## config.mk

```make
export PLATFORM = sky130hd
export DESIGN_NAME = sar_unit
export DESIGN_NICKNAME = d
export VERILOG_FILES = /design/src/rtl/sar_pkg.sv /design/src/rtl/sar_decode.sv /design/src/rtl/sar_count.sv /design/src/rtl/sar_core.sv /design/src/rtl/sar_unit.sv
export SDC_FILE = /design/constraint.sdc
export NUM_CORES = 1
export LEC_CHECK = 0
export ABC_AREA = 1
export BUFFER_PORTS_ARGS = -buffer_cell sky130_fd_sc_hd__buf_2
export CELL_PAD_IN_SITES_DETAIL_PLACEMENT = 1
export CELL_PAD_IN_SITES_GLOBAL_PLACEMENT = 2
export CORE_AREA = 2 2 109 138
export DETAILED_ROUTE_END_ITERATION = 7
export DIE_AREA = 0 0 111 140
export PLACE_DENSITY = 0.82
export SLEW_MARGIN = 0
export SYNTH_ARGS = -nofsm -noshare
export SYNTH_HDL_FRONTEND = slang
export SYNTH_SLANG_ARGS = --single-unit
```

## constraint.sdc

```tcl
create_clock -name clk -period 6.65 [get_ports clk]
set_input_delay 1.33 -clock clk [delete_from_list [all_inputs] [get_ports clk]]
set_output_delay 1.33 -clock clk [all_outputs]
set_load 0.01 [all_outputs]
```

## src/rtl/sar_pkg.sv

```systemverilog
package sar_pkg;
    typedef enum logic [1:0] {SZ_8, SZ_16, SZ_32} opsize_e;
    typedef enum logic [1:0] {CNT_ONE, CNT_REG, CNT_IMM} cntsrc_e;
    typedef struct packed {
        logic cf;
        logic of;
        logic sf;
        logic zf;
        logic pf;
        logic af;
    } flags_t;
endpackage

```

## src/rtl/sar_decode.sv

```systemverilog
module sar_decode
    import sar_pkg::*;
(
    input  logic [7:0] opcode,
    input  logic [2:0] modrm_reg,
    input  logic       wide_is_32,
    output logic       hit,
    output opsize_e    size,
    output cntsrc_e    src
);
    localparam logic [2:0] REG_SEL = 3'd7;

    logic form_ok;

    always_comb begin
        form_ok = 1'b1;
        src     = CNT_ONE;
        case (opcode[7:1])
            7'h68:   src = CNT_ONE;   // D0 / D1
            7'h69:   src = CNT_REG;   // D2 / D3
            7'h60:   src = CNT_IMM;   // C0 / C1
            default: form_ok = 1'b0;
        endcase
        hit = form_ok && (modrm_reg == REG_SEL);
        if (!opcode[0])
            size = SZ_8;
        else if (wide_is_32)
            size = SZ_32;
        else
            size = SZ_16;
    end
endmodule

```

## src/rtl/sar_count.sv

```systemverilog
module sar_count
    import sar_pkg::*;
#(
    parameter int CNT_W = 8,
    parameter int SH_W  = 5
) (
    input  cntsrc_e          src,
    input  logic [CNT_W-1:0] cl_count,
    input  logic [CNT_W-1:0] imm_count,
    output logic [SH_W-1:0]  eff
);
    logic [CNT_W-1:0] raw;

    always_comb begin
        unique case (src)
            CNT_REG: raw = cl_count;
            CNT_IMM: raw = imm_count;
            default: raw = CNT_W'(1);
        endcase
        eff = raw[SH_W-1:0];   // modulo 2**SH_W
    end
endmodule

```

## src/rtl/sar_core.sv

```systemverilog
module sar_core
    import sar_pkg::*;
#(
    parameter int DATA_W = 32,
    parameter int SH_W   = 5
) (
    input  logic [DATA_W-1:0] operand,
    input  opsize_e           size,
    input  logic [SH_W-1:0]   eff,
    input  flags_t            flags_in,
    output logic [DATA_W-1:0] result,
    output flags_t            flags_out,
    output logic              flag_we
);
    logic [DATA_W-1:0]        ext;
    logic signed [DATA_W:0]   padded;
    logic signed [DATA_W:0]   shifted;
    logic [DATA_W-1:0]        raw;
    logic                     msb;

    always_comb begin
        unique case (size)
            SZ_8:    ext = {{(DATA_W-8){operand[7]}}, operand[7:0]};
            SZ_16:   ext = {{(DATA_W-16){operand[15]}}, operand[15:0]};
            default: ext = operand;
        endcase
        // extra low bit catches the last bit shifted out
        padded  = {ext, 1'b0};
        shifted = padded >>> eff;
        raw     = shifted[DATA_W:1];
        unique case (size)
            SZ_8: begin
                result = {{(DATA_W-8){1'b0}}, raw[7:0]};
                msb    = raw[7];
            end
            SZ_16: begin
                result = {{(DATA_W-16){1'b0}}, raw[15:0]};
                msb    = raw[15];
            end
            default: begin
                result = raw;
                msb    = raw[DATA_W-1];
            end
        endcase
        flag_we   = (eff != '0);
        flags_out = flags_in;
        if (flag_we) begin
            flags_out.cf = shifted[0];
            flags_out.sf = msb;
            flags_out.zf = (result == '0);
            flags_out.pf = ~^result[7:0];
            if (eff == SH_W'(1))
                flags_out.of = 1'b0;
        end
    end
endmodule

```

## src/rtl/sar_unit.sv

```systemverilog
module sar_unit
    import sar_pkg::*;
#(
    parameter int DATA_W = 32,
    parameter int CNT_W  = 8
) (
    input  logic              clk,
    input  logic              rst_n,
    input  logic              in_valid,
    input  logic [7:0]        opcode,
    input  logic [2:0]        modrm_reg,
    input  logic              wide_is_32,
    input  logic [DATA_W-1:0] operand,
    input  logic [CNT_W-1:0]  cl_count,
    input  logic [CNT_W-1:0]  imm_count,
    input  logic              cf_in,
    input  logic              of_in,
    input  logic              sf_in,
    input  logic              zf_in,
    input  logic              pf_in,
    input  logic              af_in,
    output logic              out_valid,
    output logic              out_hit,
    output logic [DATA_W-1:0] result,
    output logic              out_cf,
    output logic              out_of,
    output logic              out_sf,
    output logic              out_zf,
    output logic              out_pf,
    output logic              out_af,
    output logic              out_flag_we
);
    localparam int SH_W = $clog2(DATA_W);

    logic              hit_d;
    opsize_e           size_d;
    cntsrc_e           src_d;
    logic [SH_W-1:0]   eff_d;
    logic [SH_W-1:0]   eff_g;
    flags_t            flags_cur;
    flags_t            flags_nxt;
    logic [DATA_W-1:0] res_nxt;
    logic              we_nxt;
    flags_t            flags_q;

    sar_decode u_decode (
        .opcode    (opcode),
        .modrm_reg (modrm_reg),
        .wide_is_32(wide_is_32),
        .hit       (hit_d),
        .size      (size_d),
        .src       (src_d)
    );

    sar_count #(.CNT_W(CNT_W), .SH_W(SH_W)) u_count (
        .src      (src_d),
        .cl_count (cl_count),
        .imm_count(imm_count),
        .eff      (eff_d)
    );

    assign eff_g     = hit_d ? eff_d : '0;
    assign flags_cur = '{cf: cf_in, of: of_in, sf: sf_in, zf: zf_in,
                         pf: pf_in, af: af_in};

    sar_core #(.DATA_W(DATA_W), .SH_W(SH_W)) u_core (
        .operand  (operand),
        .size     (size_d),
        .eff      (eff_g),
        .flags_in (flags_cur),
        .result   (res_nxt),
        .flags_out(flags_nxt),
        .flag_we  (we_nxt)
    );

    always_ff @(posedge clk) begin
        if (!rst_n) begin
            out_valid   <= 1'b0;
            out_hit     <= 1'b0;
            result      <= '0;
            flags_q     <= '0;
            out_flag_we <= 1'b0;
        end else begin
            out_valid   <= in_valid;
            out_hit     <= in_valid && hit_d;
            result      <= in_valid ? res_nxt : '0;
            flags_q     <= in_valid ? flags_nxt : '0;
            out_flag_we <= in_valid && we_nxt;
        end
    end

    assign out_cf = flags_q.cf;
    assign out_of = flags_q.of;
    assign out_sf = flags_q.sf;
    assign out_zf = flags_q.zf;
    assign out_pf = flags_q.pf;
    assign out_af = flags_q.af;

    assert_latency_R12: assert property (@(posedge clk) disable iff (!rst_n)
        in_valid |=> out_valid);
    assert_idle_R12: assert property (@(posedge clk) disable iff (!rst_n)
        !in_valid |=> !out_valid && !out_flag_we);
    assert_nohit_R1: assert property (@(posedge clk) disable iff (!rst_n)
        in_valid && !hit_d |=> !out_hit && !out_flag_we);
    assert_of_cleared_R5: assert property (@(posedge clk) disable iff (!rst_n)
        in_valid && hit_d && eff_d == SH_W'(1) |=> !out_of && out_flag_we);
    assert_of_hold_R6: assert property (@(posedge clk) disable iff (!rst_n)
        in_valid && eff_g != SH_W'(1) |=> out_of == $past(of_in));
    assert_af_hold_R9: assert property (@(posedge clk) disable iff (!rst_n)
        in_valid |=> out_af == $past(af_in));
    assert_upper_zero_R13: assert property (@(posedge clk) disable iff (!rst_n)
        in_valid && size_d == SZ_8 |=> result[DATA_W-1:8] == '0);
endmodule

```

==> results.py, run 1 <==
metrics = {
    "routing": {
        "ant_nets": 0,
        "drt_pre_antenna_iters": 4,
        "vias": 4675,
        "drt-initial-drc-count": 254,
        "drc": 0,
        "avgViaCountPerCell": 5.02,
        "wl_um": 14100,
        "post_drt_wl_per_cell_um": 15.1,
    },
    "setup_path": {
        "cp_max_fo": 31,
        "cp-start-kind": "input port",
        "cp-end-kind": "register",
        "cp.arrival_ns": 5.64,
        "cpPeakStageDelay_ns": 0.65,
        "timing_worst_setup_path_type": "in2reg",
        "cp_top_family": "simple AND/OR/NAND/NOR gates",
        "crit_chain": "buf_2 > nor2_1 > and3_1 > inv_1 > ha_1 > inv_2 > nand3_2 > nand3_2 > inv_2 > nand2_1 > o21ai_0 > o21ai_1 > nor2_1 > a31oi_1 > a21oi_1 > a21oi_1 > ha_1 > nand3_1 > nor3_1 > nand3_1 > nor2_1 > nand3_1 > a21oi_1",
        "slowest_stage": "nand3_2",
        "path_buf_inv": 4,
        "cp.required_ns": 6.83,
    },
    "global_routing": {
        "globalRouteTotalUtil_pct": 18.0,
        "overflow": 0,
        "grt_pass1_vias": 4787,
        "antenna_found_initial": 0,
        "grt_max_degree": 40,
        "grt_pass1_wl_um": 23300,
    },
    "cells_and_area": {
        "drive_gt1_share_pct": 18.3,
        "fin_cells": 931,
        "antenna_cells": 0,
        "num-nets-final": 828,
        "nFillCells": 1930,
        "final_area_sq_um": 4590,
        "area_growth_syn_to_layout_pct": 17.1,
    },
    "pwr": {
        "seq_power_share_pct": 36.1,
        "p_int_uw": 499,
        "power_density_nw_per_um2": 153,
        "p_leak_uw": 0.00252,
        "p_switching_uw": 205,
        "switching_share_pct": 29.1,
        "power_frac_comb_pct": 24.4,
        "clock_power_share_pct": 39.5,
        "ir_drop_mv": 0.162,
        "fin_total_pwr_uw": 704,
    },
    "die": {
        "die_area_sq_um": 15500,
        "rows": 49,
        "core-area_sq_um": 14200,
        "chipHeight_um": 140,
        "start_util_pct": 27.7,
        "die_w_um": 111,
        "ios": 110,
    },
    "clock_tree": {
        "cts_root_buffer": "clkbuf_16",
        "clk_pin_slew_ns": 0.06,
        "htreeDepth": 2,
        "cts_hold_buf": 0,
        "cts.path.max_buffers": 2,
        "cts_sinks": 41,
        "numCtsBuffers": 5,
        "cts_setup_buffers": 0,
        "cts_tree": "built",
        "cts_resized": 0,
    },
    "place": {
        "hpwl_um": 11400,
        "dp.cells": 923,
        "io_buffer_count": 103,
        "post-place-ws_ns": 0.908,
        "dpl-instance-area_sq_um": 4420,
        "gp_congestion": 0.872,
    },
    "synth": {
        "synth_nets": 759,
        "ys_ff_latch": 41,
        "avgSynthCellArea_sq_um": 5.74,
        "syn_area_sq_um": 3920,
        "yosysUniqueCellTypes": 38,
        "seq_area_frac_synth_pct": 20.9,
        "synth.yosys.warnings": 0,
        "synthCells": 683,
    },
    "timing": {
        "rsz0062_at_grt": "false",
        "slew_violations": 0,
        "hold_viol": 0,
        "final.setup.tns_ns": 0,
        "max-slew-margin-rel_pct": 27.7,
        "period_needed_ns": 5.46,
        "period_share_pct": 82.1,
        "tightest_slew_ns": 1.08,
        "setup_violations": 0,
        "fmax_ghz": 0.183,
        "setup_ws_ns": 1.19,
    },
    "run_status": {
        "outcome": "finished, final reports clean",
    },
    "flow_run": {
        "maxCapViolations": 0,
    },
    "worst_hold_path": {
        "hp-class": "in2reg",
    },
}
==> cells by family after synthesis <==
kind of cell | share of synthesized area, %
AO/OA/AOI/OAI | 8.58
XOR/XNOR | 0.670
adder cells (fa/ha/maj) | 2.23
buffers and inverters | 11.7
flip-flops | 20.9
AND/OR/NAND/NOR | 55.9
==> synth_stat cells (all sizes together) <==
master	instances	area (sq um)
nand4	27	169
inv	45	169
xor2	1	8.76
o211ai	2	15.0
nand3b	1	20.0
o22ai	2	12.5
ha	7	87.6
a21oi	14	70.1
o21a	1	7.51
o221ai	1	8.76
dfxtp	41	821
o21ai	29	145
nand3	173	886
nor2	63	251
o41ai	1	16.3
a31oi	4	25.0
nand2	211	825
a22o	3	26.3
clkinv	3	16.3
nor3	3	20.0
and3	3	20.0
buf	35	236
clkbuf	10	37.5
o311a	1	10.0
xnor2	2	17.5
==> power groups by stage <==
stage | sequential (uW) | clock [uW] | combinational (uW)
6_report | 254 | 278 | 172
5_1_grt | 254 | 293 | 199
4_1_cts | 254 | 286 | 173
3_5_place_dp | 259 | 0 | 172
3_3_place_gp | 259 | 0 | 169
2_1_floorplan | 263 | 0 | 110
==> tightest hold or removal path: cells and delay by family <==
kind                   cells  cell delay (ns)
buffers and inverters      2             0.13
and+or+nand+nor            1             0.04
==> cells in the final DEF, fill, tap and decap left out, drive strengths merged, types with 3 or more instances in the layout <==
cell / count
nand4: 27
a22o: 3
clkinv: 3
nand3: 173
a21oi: 14
a31oi: 4
dfxtp: 41
buf: 107
clkbuf: 6
nor2: 63
and3: 3
nor3: 3
o21ai: 29
inv: 45
nand2: 211
ha: 7
==> sequential cells by signal, indices dropped and copies added, names as in the netlist <==
name	count
out_zf	1
out_hit	1
out_pf	1
out_flag_we	1
out_valid	1
result	32
out_cf	1
out_of	1
out_sf	1
out_af	1
==> path summary, 6_finish.rpt <==
check / startpoint / to / cells past startpoint
min: af_in / out_af$_SDFF_PN0_ / 3
max: opcode[1] / out_zf$_SDFF_PN0_ / 23
==> through the flow <==
step / hold WS (ns) / util [%]
6_report: 1.25 / 32.4
5_1_grt: 1.26 / 32.4
3_5_place_dp: 1.56 / 31.2
3_3_place_gp: 1.54 / 31.2
4_1_cts: 1.25 / 32.4
2_1_floorplan: 1.44 / -
==> metal layers <==
| metal | vias to the layer above | wire [um] | share of wire [%] | global-route usage, % |
|---|---|---|---|---|
| li1 | 2412 | - | - | - |
| met5 | - | 0 | 0 | 0 |
| met2 | 91 | 6830 | 49 | 31.5 |
| met3 | 17 | 478 | 3.4 | 1.38 |
| met1 | 2155 | 6340 | 45 | 22.8 |
| met4 | 0 | 417 | 3.0 | 7.63 |
==> final cells by class <==
class                      instances  area [sq um]  share of cell area, %
multi-input combinational        549          2640                   57.5
tap                              178           223                   4.85
clock buffer                       6           139                   3.02
clock inverter                     2          37.5                  0.817
sequential                        41           821                   17.9
inverter                          48           185                   4.03
timing repair buffer             107           546                   11.9
Power figures use the tool's default switching activity.
==> run 2, diff against run 1 <==
--- a/config.mk
+++ b/config.mk
@@ -5,14 +5,14 @@
 export SDC_FILE = /design/constraint.sdc
 export NUM_CORES = 1
 export LEC_CHECK = 0
-export ABC_AREA = 1
+export ABC_AREA = 0
 export BUFFER_PORTS_ARGS = -buffer_cell sky130_fd_sc_hd__buf_2
 export CELL_PAD_IN_SITES_DETAIL_PLACEMENT = 1
 export CELL_PAD_IN_SITES_GLOBAL_PLACEMENT = 2
-export CORE_AREA = 2 2 109 138
+export CORE_AREA = 2 2 110 138
 export DETAILED_ROUTE_END_ITERATION = 7
-export DIE_AREA = 0 0 111 140
-export PLACE_DENSITY = 0.82
+export DIE_AREA = 0 0 112 140
+export PLACE_DENSITY = 0.78
 export SLEW_MARGIN = 0
 export SYNTH_ARGS = -nofsm -noshare
 export SYNTH_HDL_FRONTEND = slang
==> constraint.sdc (replaced) <==
create_clock -name clk -period 5.22 [get_ports clk]
set_input_delay 1.044 -clock clk [delete_from_list [all_inputs] [get_ports clk]]
set_output_delay 1.044 -clock clk [all_outputs]
set_load 0.01 [all_outputs]
==> run 2 against run 1 <==
The flow now finishes with violations (negative setup slack). Via count up 29%. Flip-flop and latch count unchanged. Hold slack worse by 0.26 ns. Area after synthesis up 0.80%. Sequential power up 28%. Cell count up 15%.
==> results.py, run 2 <==
metrics = {
    "synth": {
        "seq_area_frac_synth_pct": 20.8,
        "ys_ff_latch": 41,
        "yosys.area_share.simple_pct": 28.6,
        "synth.area.mux_share_pct": 4.91,
        "synthTopCellsByArea": "dfxtp_1, a21oi_1, nand2_1",
        "synthFlopType": "dfxtp_1",
        "synthCells": 593,
        "synth-compound-area-share_pct": 37.1,
        "async_flop_share_pct": 0,
        "syn_area_sq_um": 3950,
        "synth_top_family_by_area": "compound AO/OA/AOI/OAI gates",
        "synth_nets": 669,
        "synth-edff-count": 0,
        "synth.largest_area_cell": "dfxtp_1",
        "synth.yosys.warnings": 0,
        "synth.top_cell.area_share_pct": 20.8,
        "yosysUniqueCellTypes": 69,
        "synthXorXnorAreaFrac_pct": 0.665,
        "yosys-top-cells-count": "nand2_1, a21oi_1, o21ai_0, nor2_1, nand3_1",
        "yosys.cell_count.top_type": "nand2_1",
        "avgSynthCellArea_sq_um": 6.67,
        "synth-adder-area-share_pct": 2.22,
    },
    "routing": {
        "drt-initial-drc-count": 328,
        "vias": 6020,
        "avgViaCountPerCell": 5.63,
        "post_drt_wl_per_cell_um": 23.0,
        "wl_um": 24600,
        "ant_nets": 0,
        "drc": 0,
        "drt_pre_antenna_iters": 5,
    },
    "cells_and_area": {
        "largest-register": "result",
        "final_cell_mix": "buf_4, buf_2, nand2_1",
        "largest_reg_flops": 32,
        "layout_commonest_cell": "buf_4",
        "antenna_cells": 0,
        "num-nets-final": 966,
        "register_area_sq_um": 821,
        "area_growth_syn_to_layout_pct": 81.0,
        "multi_input_area_sq_um": 3450,
        "fin_cells": 1069,
        "nFillCells": 1807,
        "final_area_sq_um": 7150,
        "drive_gt1_share_pct": 50.3,
    },
    "global_routing": {
        "grt_use_met1_pct": 35.0,
        "use_met2_pct": 55.0,
        "busiest_layer": "met2",
        "grt_pass1_vias": 6305,
        "met3_usage_pct": 1.99,
        "grt_max_degree": 24,
        "grt_pass1_wl_um": 36400,
        "antenna_found_initial": 0,
        "globalRouteTotalUtil_pct": 29.9,
        "overflow": 0,
    },
    "place": {
        "io_buffer_count": 103,
        "dpl-instance-area_sq_um": 6180,
        "dp.cells": 1027,
        "gp_congestion": 0.947,
        "hpwl_um": 19600,
    },
    "setup_path": {
        "cp.required_ns": 5.43,
        "cp-start-kind": "input port",
        "timing_worst_setup_path_type": "in2reg",
        "crit_start": "opcode[3]",
        "cp_max_fo": 6,
        "cp-end-kind": "register",
        "cp.arrival_ns": 6.06,
    },
    "die": {
        "chipHeight_um": 140,
        "ios": 110,
        "rows": 49,
        "start_util_pct": 27.6,
        "die_w_um": 112,
        "core-area_sq_um": 14300,
        "die_area_sq_um": 15700,
    },
    "timing": {
        "setup_ws_ns": -0.630,
        "fmax_ghz": 0.171,
        "period_needed_ns": 5.85,
        "hold_viol": 0,
        "setup_violations": 2,
        "tightest_slew_ns": 0.851,
        "period_share_pct": 112,
        "slew_violations": 0,
        "final.setup.tns_ns": -0.648,
        "rsz0062_at_grt": "true",
        "max-slew-margin-rel_pct": 43.0,
    },
    "worst_hold_path": {
        "worstHoldStart": "of_in",
        "holdPathStages": 3,
        "hp-class": "in2reg",
        "hold_end": "out_of$_SDFF_PN0_",
    },
    "flow_run": {
        "maxCapViolations": 0,
    },
    "clock_tree": {
        "cts_hold_buf": 0,
        "cts_root_buffer": "clkbuf_16",
        "numCtsBuffers": 5,
        "cts_sinks": 41,
        "cts.path.max_buffers": 2,
        "cts_tree": "built",
        "htreeDepth": 2,
        "clk_pin_slew_ns": 0.06,
    },
    "run_status": {
        "outcome": "finished, violations left",
        "failed_checks": "negative setup slack",
    },
    "pwr": {
        "power_density_nw_per_um2": 150,
        "ir_drop_mv": 0.254,
        "p_leak_uw": 0.00324,
    },
}
run 2: changes by cell type in the layout (fill, tap and decap cells not counted), moves of 11 or more:
cell,change
nand3_1,-127
nand4_1,-22
buf_4,+211
buf_6,+12
nand2_1,-133
mux2i_1,+11
a21oi_1,+37
o21ai_0,+15
a31oi_1,+12
inv_1,-36
run 2: layer usage:
layer  part of all wire (%)  vias to the layer above
met5                      0                        -
met4                    5.3                        0
met3                    3.4                       65
met2                     52                      201
met1                     40                     2907
li1                       -                     2847
run 2: worst max-delay path by stage:
stage                             end  slack, ns  cells past startpoint
finish              out_zf$_SDFF_PN0_      -0.63                     24
floorplan           out_zf$_SDFF_PN0_      -0.45                     23
CTS                 out_zf$_SDFF_PN0_      -0.56                     23
detailed placement  out_zf$_SDFF_PN0_      -1.21                     24
global route        out_zf$_SDFF_PN0_      -0.90                     25
global placement    out_zf$_SDFF_PN0_      -1.04                     24
run 2: kinds of logic after synthesis:
| family | count (synthesis) |
|---|---|
| multiplexers | 19 |
| XOR/XNOR | 3 |
| buffers and inverters | 56 |
| AO/OA/AOI/OAI | 229 |
| flip-flops | 41 |
| AND/OR/NAND/NOR | 238 |
| adder cells (fa/ha/maj) | 7 |
run 2: power breakdown:
| part | switching (uW) | internal, uW | leakage (uW) | total [uW] |
|---|---|---|---|---|
| Combinational | 207 | 177 | 0.00282 | 383 |
| Clock | 127 | 239 | 0.0000831 | 365 |
| Sequential | 1.85 | 322 | 0.000334 | 324 |
| Total | 335 | 737 | 0.00324 | 1070 |
run 2: area by class of cell:
class | count | area share, %
multi-input combinational | 496 | 48.2
timing repair buffer | 340 | 34.4
sequential | 41 | 11.5
tap | 178 | 3.11
clock buffer | 6 | 1.94
clock inverter | 2 | 0.525
inverter | 6 | 0.315
run 2: what timing repair did:
action / CTS / global route
endpoints found under the setup margin: 2 / 2
gates resized for setup: 70 / 52
buffers inserted: 26 / 6
pin swaps: 20 / 30
gates cloned: 1 / 1
run 2: critical path, stage by stage:
cell and delay [ns]:
buf_2 0.10, or3b_4 0.38, or3b_4 0.36, or3_4 0.37
ha_4 0.32, a221o_1 0.19, nand2_4 0.12, clkbuf_16 0.19
o21ai_2 0.16, a31oi_4 0.14, a211oi_2 0.34, buf_4 0.17
a21oi_1 0.03, nand2_1 0.07, a21oi_1 0.07, a221oi_2 0.28
ha_2 0.22, and4_1 0.20, nand2_2 0.08, a2111o_1 0.42
a2111oi_4 0.18, nand4_1 0.14, a2111o_1 0.32, o21ai_1 0.14
run 2: per-stage QoR:
stage                     worst slack [ns]  hold WS (ns)  power [uW]  utilization (%)
final                               -0.630         0.990        1070             49.9
after floorplan                     -0.452          1.16         466                -
after global placement               -1.04          1.28         660             43.1
after detailed placement             -1.21          1.29         666             43.1
after global routing                -0.904          1.01        1120             49.9
after CTS                           -0.558         0.988        1050             47.8
